===== src/rtl/cgc_pkg.sv =====
package cgc_pkg;
  parameter int unsigned DATA_W = 8;
  parameter int unsigned ADDR_W = 8;
  parameter int unsigned DIVF_W = 2;
  localparam int unsigned CNT_W = (1 << DIVF_W) - 1;
  localparam int unsigned NUM_CLK = 3;

  localparam logic [ADDR_W-1:0] ADDR_OSC  = ADDR_W'(8'h56);
  localparam logic [ADDR_W-1:0] ADDR_CTL1 = ADDR_W'(8'h57);
  localparam logic [ADDR_W-1:0] ADDR_CTL2 = ADDR_W'(8'h58);
  localparam logic [ADDR_W-1:0] ADDR_CTL3 = ADDR_W'(8'h53);

  localparam logic [DATA_W-1:0] RST_OSC  = DATA_W'(8'h60);
  localparam logic [DATA_W-1:0] RST_CTL1 = DATA_W'(8'h87);
  localparam logic [DATA_W-1:0] RST_CTL2 = DATA_W'(8'h00);
  localparam logic [DATA_W-1:0] RST_CTL3 = DATA_W'(8'h05);

  typedef struct packed {
    logic clrMain;
    logic clrSub;
    logic clrAux;
  } strobe_t;

  typedef struct packed {
    logic [1:0]        mainSel;
    logic [DIVF_W-1:0] mainDiv;
    logic              subSel;
    logic [DIVF_W-1:0] subDiv;
    logic [DIVF_W-1:0] auxDiv;
  } clkcfg_t;
endpackage


===== src/rtl/cgc_ctrl.sv =====
module cgc_ctrl
  import cgc_pkg::*;
(
  input  logic              clk,
  input  logic              rstN,
  input  logic              busSel,
  input  logic              busWr,
  input  logic [ADDR_W-1:0] busAddr,
  input  logic [DATA_W-1:0] busWdata,
  output logic [DATA_W-1:0] busRdata,
  output clkcfg_t           cfg,
  output strobe_t           strobe
);
  logic [DATA_W-1:0] oscReg, ctl1Reg, ctl2Reg, ctl3Reg;
  logic wrEn;

  assign wrEn = busSel & busWr;

  always_ff @(posedge clk or negedge rstN) begin
    if (!rstN) begin
      oscReg  <= RST_OSC;
      ctl1Reg <= RST_CTL1;
      ctl2Reg <= RST_CTL2;
      ctl3Reg <= RST_CTL3;
    end else if (wrEn) begin
      unique case (busAddr)
        ADDR_OSC:  oscReg  <= busWdata;
        ADDR_CTL1: ctl1Reg <= busWdata;
        ADDR_CTL2: ctl2Reg <= busWdata;
        ADDR_CTL3: ctl3Reg <= busWdata;
        default: ;
      endcase
    end
  end

  always_comb begin
    unique case (busAddr)
      ADDR_OSC:  busRdata = oscReg;
      ADDR_CTL1: busRdata = ctl1Reg;
      ADDR_CTL2: busRdata = ctl2Reg;
      ADDR_CTL3: busRdata = ctl3Reg;
      default:   busRdata = '0;
    endcase
  end

  // Divider restart strobes act in the same cycle as the register write
  assign strobe.clrMain = wrEn && (busAddr == ADDR_CTL2);
  assign strobe.clrSub  = wrEn && (busAddr == ADDR_CTL2);
  assign strobe.clrAux  = wrEn && (busAddr == ADDR_CTL1);

  assign cfg.mainSel = ctl2Reg[7:6];
  assign cfg.mainDiv = ctl2Reg[5:4];
  assign cfg.subSel  = ctl2Reg[3];
  assign cfg.subDiv  = ctl2Reg[2:1];
  assign cfg.auxDiv  = ctl1Reg[5:4];
endmodule


===== src/rtl/cgc_divider.sv =====
module cgc_divider #(
  parameter int unsigned FW  = 2,
  parameter int unsigned CW  = (1 << FW) - 1
) (
  input  logic          clk,
  input  logic          rstN,
  input  logic          clr,
  input  logic          tick,
  input  logic [FW-1:0] divSel,
  input  logic          run,
  output logic          pulse
);
  logic [CW-1:0] cnt;
  logic [CW-1:0] limit;
  logic          wrap;

  assign limit = CW'((32'd1 << divSel) - 32'd1);
  assign wrap  = (cnt == limit);

  always_ff @(posedge clk or negedge rstN) begin
    if (!rstN) begin
      cnt   <= '0;
      pulse <= 1'b0;
    end else begin
      pulse <= tick & wrap & run & ~clr;
      if (clr)       cnt <= '0;
      else if (tick) cnt <= wrap ? '0 : cnt + 1'b1;
    end
  end
endmodule


===== src/rtl/cgc_datapath.sv =====
module cgc_datapath
  import cgc_pkg::*;
(
  input  logic    clk,
  input  logic    rstN,
  input  clkcfg_t cfg,
  input  strobe_t strobe,
  input  logic    fastTick,
  input  logic    slowTick,
  input  logic    cpuOff,
  input  logic    oscOff,
  input  logic    scg0,
  input  logic    scg1,
  output logic    mainEn,
  output logic    subEn,
  output logic    auxEn
);
  logic fastOn, slowOn, fastG, slowG;
  logic [NUM_CLK-1:0]             srcTick, runBit, clrBit, outBit;
  logic [NUM_CLK-1:0][DIVF_W-1:0] divBit;

  // Oscillator stop conditions
  assign slowOn = ~oscOff;
  assign fastOn = ~scg1 & ~(scg0 & cfg.subSel);
  assign fastG  = fastTick & fastOn;
  assign slowG  = slowTick & slowOn;

  always_comb begin
    unique case (cfg.mainSel)
      2'b00, 2'b01: srcTick[0] = fastG;
      2'b11:        srcTick[0] = slowG;
      default:      srcTick[0] = 1'b0;
    endcase
  end
  assign srcTick[1] = cfg.subSel ? slowG : fastG;
  assign srcTick[2] = slowG;

  assign runBit = {1'b1, ~scg1, ~cpuOff};
  assign clrBit = {strobe.clrAux, strobe.clrSub, strobe.clrMain};
  assign divBit = {cfg.auxDiv, cfg.subDiv, cfg.mainDiv};

  for (genvar i = 0; i < NUM_CLK; i++) begin : g_div
    cgc_divider #(.FW(DIVF_W), .CW(CNT_W)) u_div (
      .clk   (clk),
      .rstN  (rstN),
      .clr   (clrBit[i]),
      .tick  (srcTick[i]),
      .divSel(divBit[i]),
      .run   (runBit[i]),
      .pulse (outBit[i])
    );
  end

  assign mainEn = outBit[0];
  assign subEn  = outBit[1];
  assign auxEn  = outBit[2];
endmodule


===== src/rtl/clk_gate_ctrl.sv =====
module clk_gate_ctrl
  import cgc_pkg::*;
(
  input  logic              clk,
  input  logic              rstN,
  input  logic              busSel,
  input  logic              busWr,
  input  logic [ADDR_W-1:0] busAddr,
  input  logic [DATA_W-1:0] busWdata,
  output logic [DATA_W-1:0] busRdata,
  input  logic              fastTick,
  input  logic              slowTick,
  input  logic              cpuOff,
  input  logic              oscOff,
  input  logic              scg0,
  input  logic              scg1,
  output logic              mainEn,
  output logic              subEn,
  output logic              auxEn
);
  clkcfg_t cfg;
  strobe_t strobe;

  cgc_ctrl u_ctrl (
    .clk(clk), .rstN(rstN), .busSel(busSel), .busWr(busWr),
    .busAddr(busAddr), .busWdata(busWdata), .busRdata(busRdata),
    .cfg(cfg), .strobe(strobe)
  );

  cgc_datapath u_dp (
    .clk(clk), .rstN(rstN), .cfg(cfg), .strobe(strobe),
    .fastTick(fastTick), .slowTick(slowTick),
    .cpuOff(cpuOff), .oscOff(oscOff), .scg0(scg0), .scg1(scg1),
    .mainEn(mainEn), .subEn(subEn), .auxEn(auxEn)
  );
endmodule


===== config.mk =====
export PLATFORM = sky130hd
export DESIGN_NAME = clk_gate_ctrl
export DESIGN_NICKNAME = d
export VERILOG_FILES = /design/src/rtl/cgc_pkg.sv /design/src/rtl/cgc_ctrl.sv /design/src/rtl/cgc_divider.sv /design/src/rtl/cgc_datapath.sv /design/src/rtl/clk_gate_ctrl.sv
export SDC_FILE = /design/constraint.sdc
export NUM_CORES = 1
export LEC_CHECK = 0
export BUFFER_PORTS_ARGS = -buffer_cell sky130_fd_sc_hd__buf_2
export CORE_ASPECT_RATIO = 1.4
export CORE_MARGIN = 1.5
export CORE_UTILIZATION = 35
export DETAILED_ROUTE_END_ITERATION = 16
export PLACE_DENSITY = 0.58
export SYNTH_ARGS = -nofsm -noshare
export SYNTH_HDL_FRONTEND = slang
export SYNTH_HIERARCHICAL = 1
export SYNTH_SLANG_ARGS = --single-unit

===== constraint.sdc =====
create_clock -name clk -period 2.1 [get_ports clk]
set_clock_uncertainty 0.15 [all_clocks]
set_input_delay 0.42 -clock clk [delete_from_list [all_inputs] [get_ports clk]]
set_output_delay 0.42 -clock clk [all_outputs]
set_load 0.01 [all_outputs]

==> parameters.txt <==
Parameter                              Value

Run status
  Status ... completed

Worst setup path
  Critical Path AT ... 1.50 ns
  Startpoint type of the worst setup path ... input port
  Critical path peak fanout ... 5
  Required time at the worst-slack endpoint ... 1.53 ns
  Start-to-end type of the worst setup path ... input port to output pin
  Slowest stage cell on the critical path ... sky130_fd_sc_hd__nor4b_4
  Most used cell, CP ... sky130_fd_sc_hd__buf_2
  Critical path capture point type ... output pin
  Worst path top cell family by delay ... simple AND/OR/NAND/NOR gates
  Cell chain of the critical path ... buf_2 -> nor4b_4 -> buf_4 -> and3_4 -> a221o_1 -> buf_2
  Worst path max stage delay ... 0.31 ns
  WP buf/inv ... 3

Placed design
  Post-detailed-placement cell area ... 2930 µm²
  Placer Congestion ... 0.761
  Number of buffer cells added on primary ports ... 36
  Setup WS pre-CTS ... -0.118 ns
  Final HPWL DP ... 4050 µm

Synth
  Nets in the synthesized netlist ... 252
  Mean instance size in the synthesized netlist ... 11.7 µm²
  Synth top area cells ... sky130_fd_sc_hd__dfrtp_1 (34%), sky130_fd_sc_hd__mux2_1 (9.1%), sky130_fd_sc_hd__dfstp_2 (8.0%)
  Count of unique library cells instantiated by Yosys ... 47
  Top flip-flop cell by instance count after synthesis ... sky130_fd_sc_hd__dfrtp_1
  Share of Yosys cell area claimed by the top area cell type ... 34.5%
  Commonest cells in the synthesized netlist ... sky130_fd_sc_hd__dfrtp_1 (36), sky130_fd_sc_hd__mux2_1 (21), sky130_fd_sc_hd__nand2_1 (13)
  Flop and latch count out of synthesis ... 44
  Fraction of registers with async set or reset after synthesis ... 100%
  Total number of yosys warnings ... 6
  Syn Std Cell Area ... 2610 µm²
  Top cell type by total area after synthesis ... sky130_fd_sc_hd__dfrtp_1
  Share of synthesized area occupied by flip-flops and latches ... 42.5%
  Library cell with the highest instance count after synthesis ... sky130_fd_sc_hd__dfrtp_1
  Synth Instances ... 223
  Count of flip-flops with a built-in enable after synthesis ... 0

Detailed routing
  Routed wire length per instance ... 15.0 µm
  Overall via count from detail_route ... 1815
  Drt initial violations ... 97
  Total wirelength of the detailed-routed design ... 5460 µm
  Router iterations before antenna repair ... 4
  Number of routed nets with antenna violations ... 0
  Ratio of routed vias to standard cells ... 4.97
  DRC violations left ... 0

Power
  Net switching fraction of the power ... 28.6%
  Cell internal power dissipation ... 1.35 mW
  Sequential share of power ... 53.1%
  Clock network fraction of total power ... 28.2%
  Total power after layout ... 1.88 mW
  Cell leakage power ... 1.51 nW
  Part of the power in combinational logic ... 18.7%
  Psw ... 0.538 mW
  VDD IR max ... 0.000332 V
  Pwr dens ... 613 nW/µm²

Hold path
  Worst min-delay path class ... input port to async pin

Floorplanning
  Area enclosed by the die boundary ... 8000 µm²
  Core region area ... 7270 µm²
  Starting utilization of the core area ... 35.9%
  Width of the chip ... 76 µm
  Die height ... 105 µm
  Count of pins on the block boundary ... 37
  Core Rows ... 37

Global route
  Pin count of the biggest net entering global routing ... 45
  Number of global-route vias before repair ... 1814
  Remaining Overflow, GRT ... 0
  Antenna violations before repair ... 0
  GRT Util Overall ... 14.7%
  Global-route wire length before repair ... 9060 µm

Layout
  Layout-stage area growth over the synthesis result ... 17.6%
  Number of nets in the finished design ... 296
  Proportion of layout cells with a drive suffix above 1 ... 39.9%
  Design area ... 3070 µm²
  Final antenna diode count ... 0

STA
  Post-route setup slack ... 0.0273 ns
  Worst-case headroom to the max-slew limit ... 62.0%
  Transition time at the pin with the least slew margin ... 0.570 ns
  Unrepaired setup endpoints after global routing ... true
  Final slew viol count ... 0
  Highest attainable clock frequency ... 0.482 GHz
  Setup-failing EPs final ... 0
  Number of failing hold endpoints at the final stage ... 0
  Crit path time final ... 2.07 ns
  Share of the clock period used by the worst path ... 98.7%

Clock network
  Clk pin slew, worst setup/hold paths ... 0.08 ns
  Clock tree from TritonCTS ... yes
  Inserted Clock Buffers ... 5
  # H-tree levels ... 2
  Skew-Pair Late Insertion Delay ... 0.30 ns
  Clk root buf ... sky130_fd_sc_hd__clkbuf_8
  CTS sink cnt ... 44
  CTS max path bufs ... 2

Flow run
  Number of violations of the max-capacitance limit ... 0
cell families (layout without fill, tap and decap cells):
kind of cell,count (synthesis),after routing,synth area share [%]
other cells,1,1,0.144
simple gates,78,78,21.6
xor+xnor,3,3,1.01
buf+inv,22,67,5.75
compound gates,39,39,12.2
flops,44,44,42.5
fa+ha+maj,3,3,1.44
mux,33,33,15.3
power by group through the flow:
stage               logic, mW  registers, mW  clock network, mW
floorplan               0.259          0.995                  0
global placement        0.345           1.02                  0
detailed placement      0.352           1.02                  0
CTS                     0.356           1.00              0.552
global route            0.397           1.02              0.584
finish                  0.353           1.00              0.530
stage by stage:
stage | cells | setup TNS [ns] | utilization [%] | hold slack [ns]
2_1_floorplan | 223 | 0 | - | -0.0256
3_3_place_gp | 355 | -0.744 | 40.4 | 0.320
3_5_place_dp | 355 | -0.767 | 40.4 | 0.327
4_1_cts | 363 | 0 | 41.7 | 0.0602
5_1_grt | 365 | -0.00515 | 42.3 | 0.0880
6_report | 365 | 0 | 42.3 | 0.0428
per-layer routing:
| layer | vias to the layer above | global-route usage [%] | wire [µm] |
|---|---|---|---|
| met5 | - | 0 | 0 |
| met4 | 0 | 4.76 | 72 |
| met3 | 6 | 2.62 | 164 |
| met2 | 26 | 26.1 | 2880 |
| met1 | 888 | 17.8 | 2350 |
| li1 | 895 | - | - |
worst paths after layout:
path / endpoint / start / slack [ns] / cells after the start
max: busRdata[2] / busAddr[0] / 0.03 / 6
min: u_dp/g_div[2].u_div/cnt[2] / rstN / 0.04 / 2
max reg2reg: u_dp/g_div[0].u_div/cnt[1] / u_ctrl/ctl2Reg[3] / 0.55 / 5
min reg2reg: u_ctrl/oscReg[7] / u_ctrl/oscReg[7] / 0.34 / 1
max in group asynchronous: u_ctrl/oscReg[6] / rstN / 1.36 / 2
min in group clk: u_dp/g_div[0].u_div/pulse / cpuOff / 0.21 / 3
cell usage in the layout, fill, tap and decap left out, types with 3 or more instances in the layout:
cell type | synthesis | routed
sky130_fd_sc_hd__ha_1 | 3 | 3
sky130_fd_sc_hd__o21ai_1 | 4 | 4
sky130_fd_sc_hd__buf_2 | 5 | 35
sky130_fd_sc_hd__dfstp_2 | 8 | 8
sky130_fd_sc_hd__nor2b_1 | 7 | 7
sky130_fd_sc_hd__mux2_1 | 21 | 21
sky130_fd_sc_hd__o21ai_0 | 8 | 8
sky130_fd_sc_hd__o31ai_1 | 3 | 3
sky130_fd_sc_hd__nand2b_1 | 9 | 9
sky130_fd_sc_hd__or3b_2 | 3 | 3
sky130_fd_sc_hd__nand3_1 | 3 | 3
sky130_fd_sc_hd__or3_4 | 3 | 3
sky130_fd_sc_hd__o32ai_1 | 3 | 3
sky130_fd_sc_hd__a21oi_4 | 3 | 3
sky130_fd_sc_hd__nand2_1 | 13 | 13
sky130_fd_sc_hd__nor2_1 | 3 | 3
sky130_fd_sc_hd__or2_1 | 3 | 3
sky130_fd_sc_hd__and3_4 | 1 | 5
sky130_fd_sc_hd__mux2_4 | 8 | 8
sky130_fd_sc_hd__o211a_1 | 3 | 3
sky130_fd_sc_hd__a221o_1 | 7 | 7
sky130_fd_sc_hd__dfrtp_1 | 36 | 36
sky130_fd_sc_hd__nand3b_1 | 12 | 12
sky130_fd_sc_hd__a21oi_1 | 3 | 3
sky130_fd_sc_hd__clkbuf_8 | 0 | 5
sky130_fd_sc_hd__and3_1 | 8 | 4
sky130_fd_sc_hd__xor2_1 | 3 | 3
sky130_fd_sc_hd__mux2_2 | 3 | 3
sky130_fd_sc_hd__a21o_1 | 3 | 3
sky130_fd_sc_hd__buf_4 | 12 | 17
registers in the layout, summed over array words and instances, names as in the netlist:
signal                  cells
u_dp/g_div.u_div/pulse      3
u_dp/g_div.u_div/cnt        9
u_ctrl/ctl3Reg              8
u_ctrl/ctl1Reg              8
u_ctrl/oscReg               8
u_ctrl/ctl2Reg              8
cell type report:
cell class                 count  area, µm²
clock inverter                 3       18.8
multi-input combinational    157       1380
tap                           97        121
timing repair buffer          56        365
fill                         728       4200
sequential                    44       1110
clock buffer                   5       68.8
inverter                       3       11.3
repair_timing:
action                     CTS  global route
setup endpoints to repair    8             6
pin swaps                    0             1
hold buffers                 0             0
cloned                       0             0
buffers inserted             0             2
resized for setup            5             5
Power figures use the tool's default switching activity.
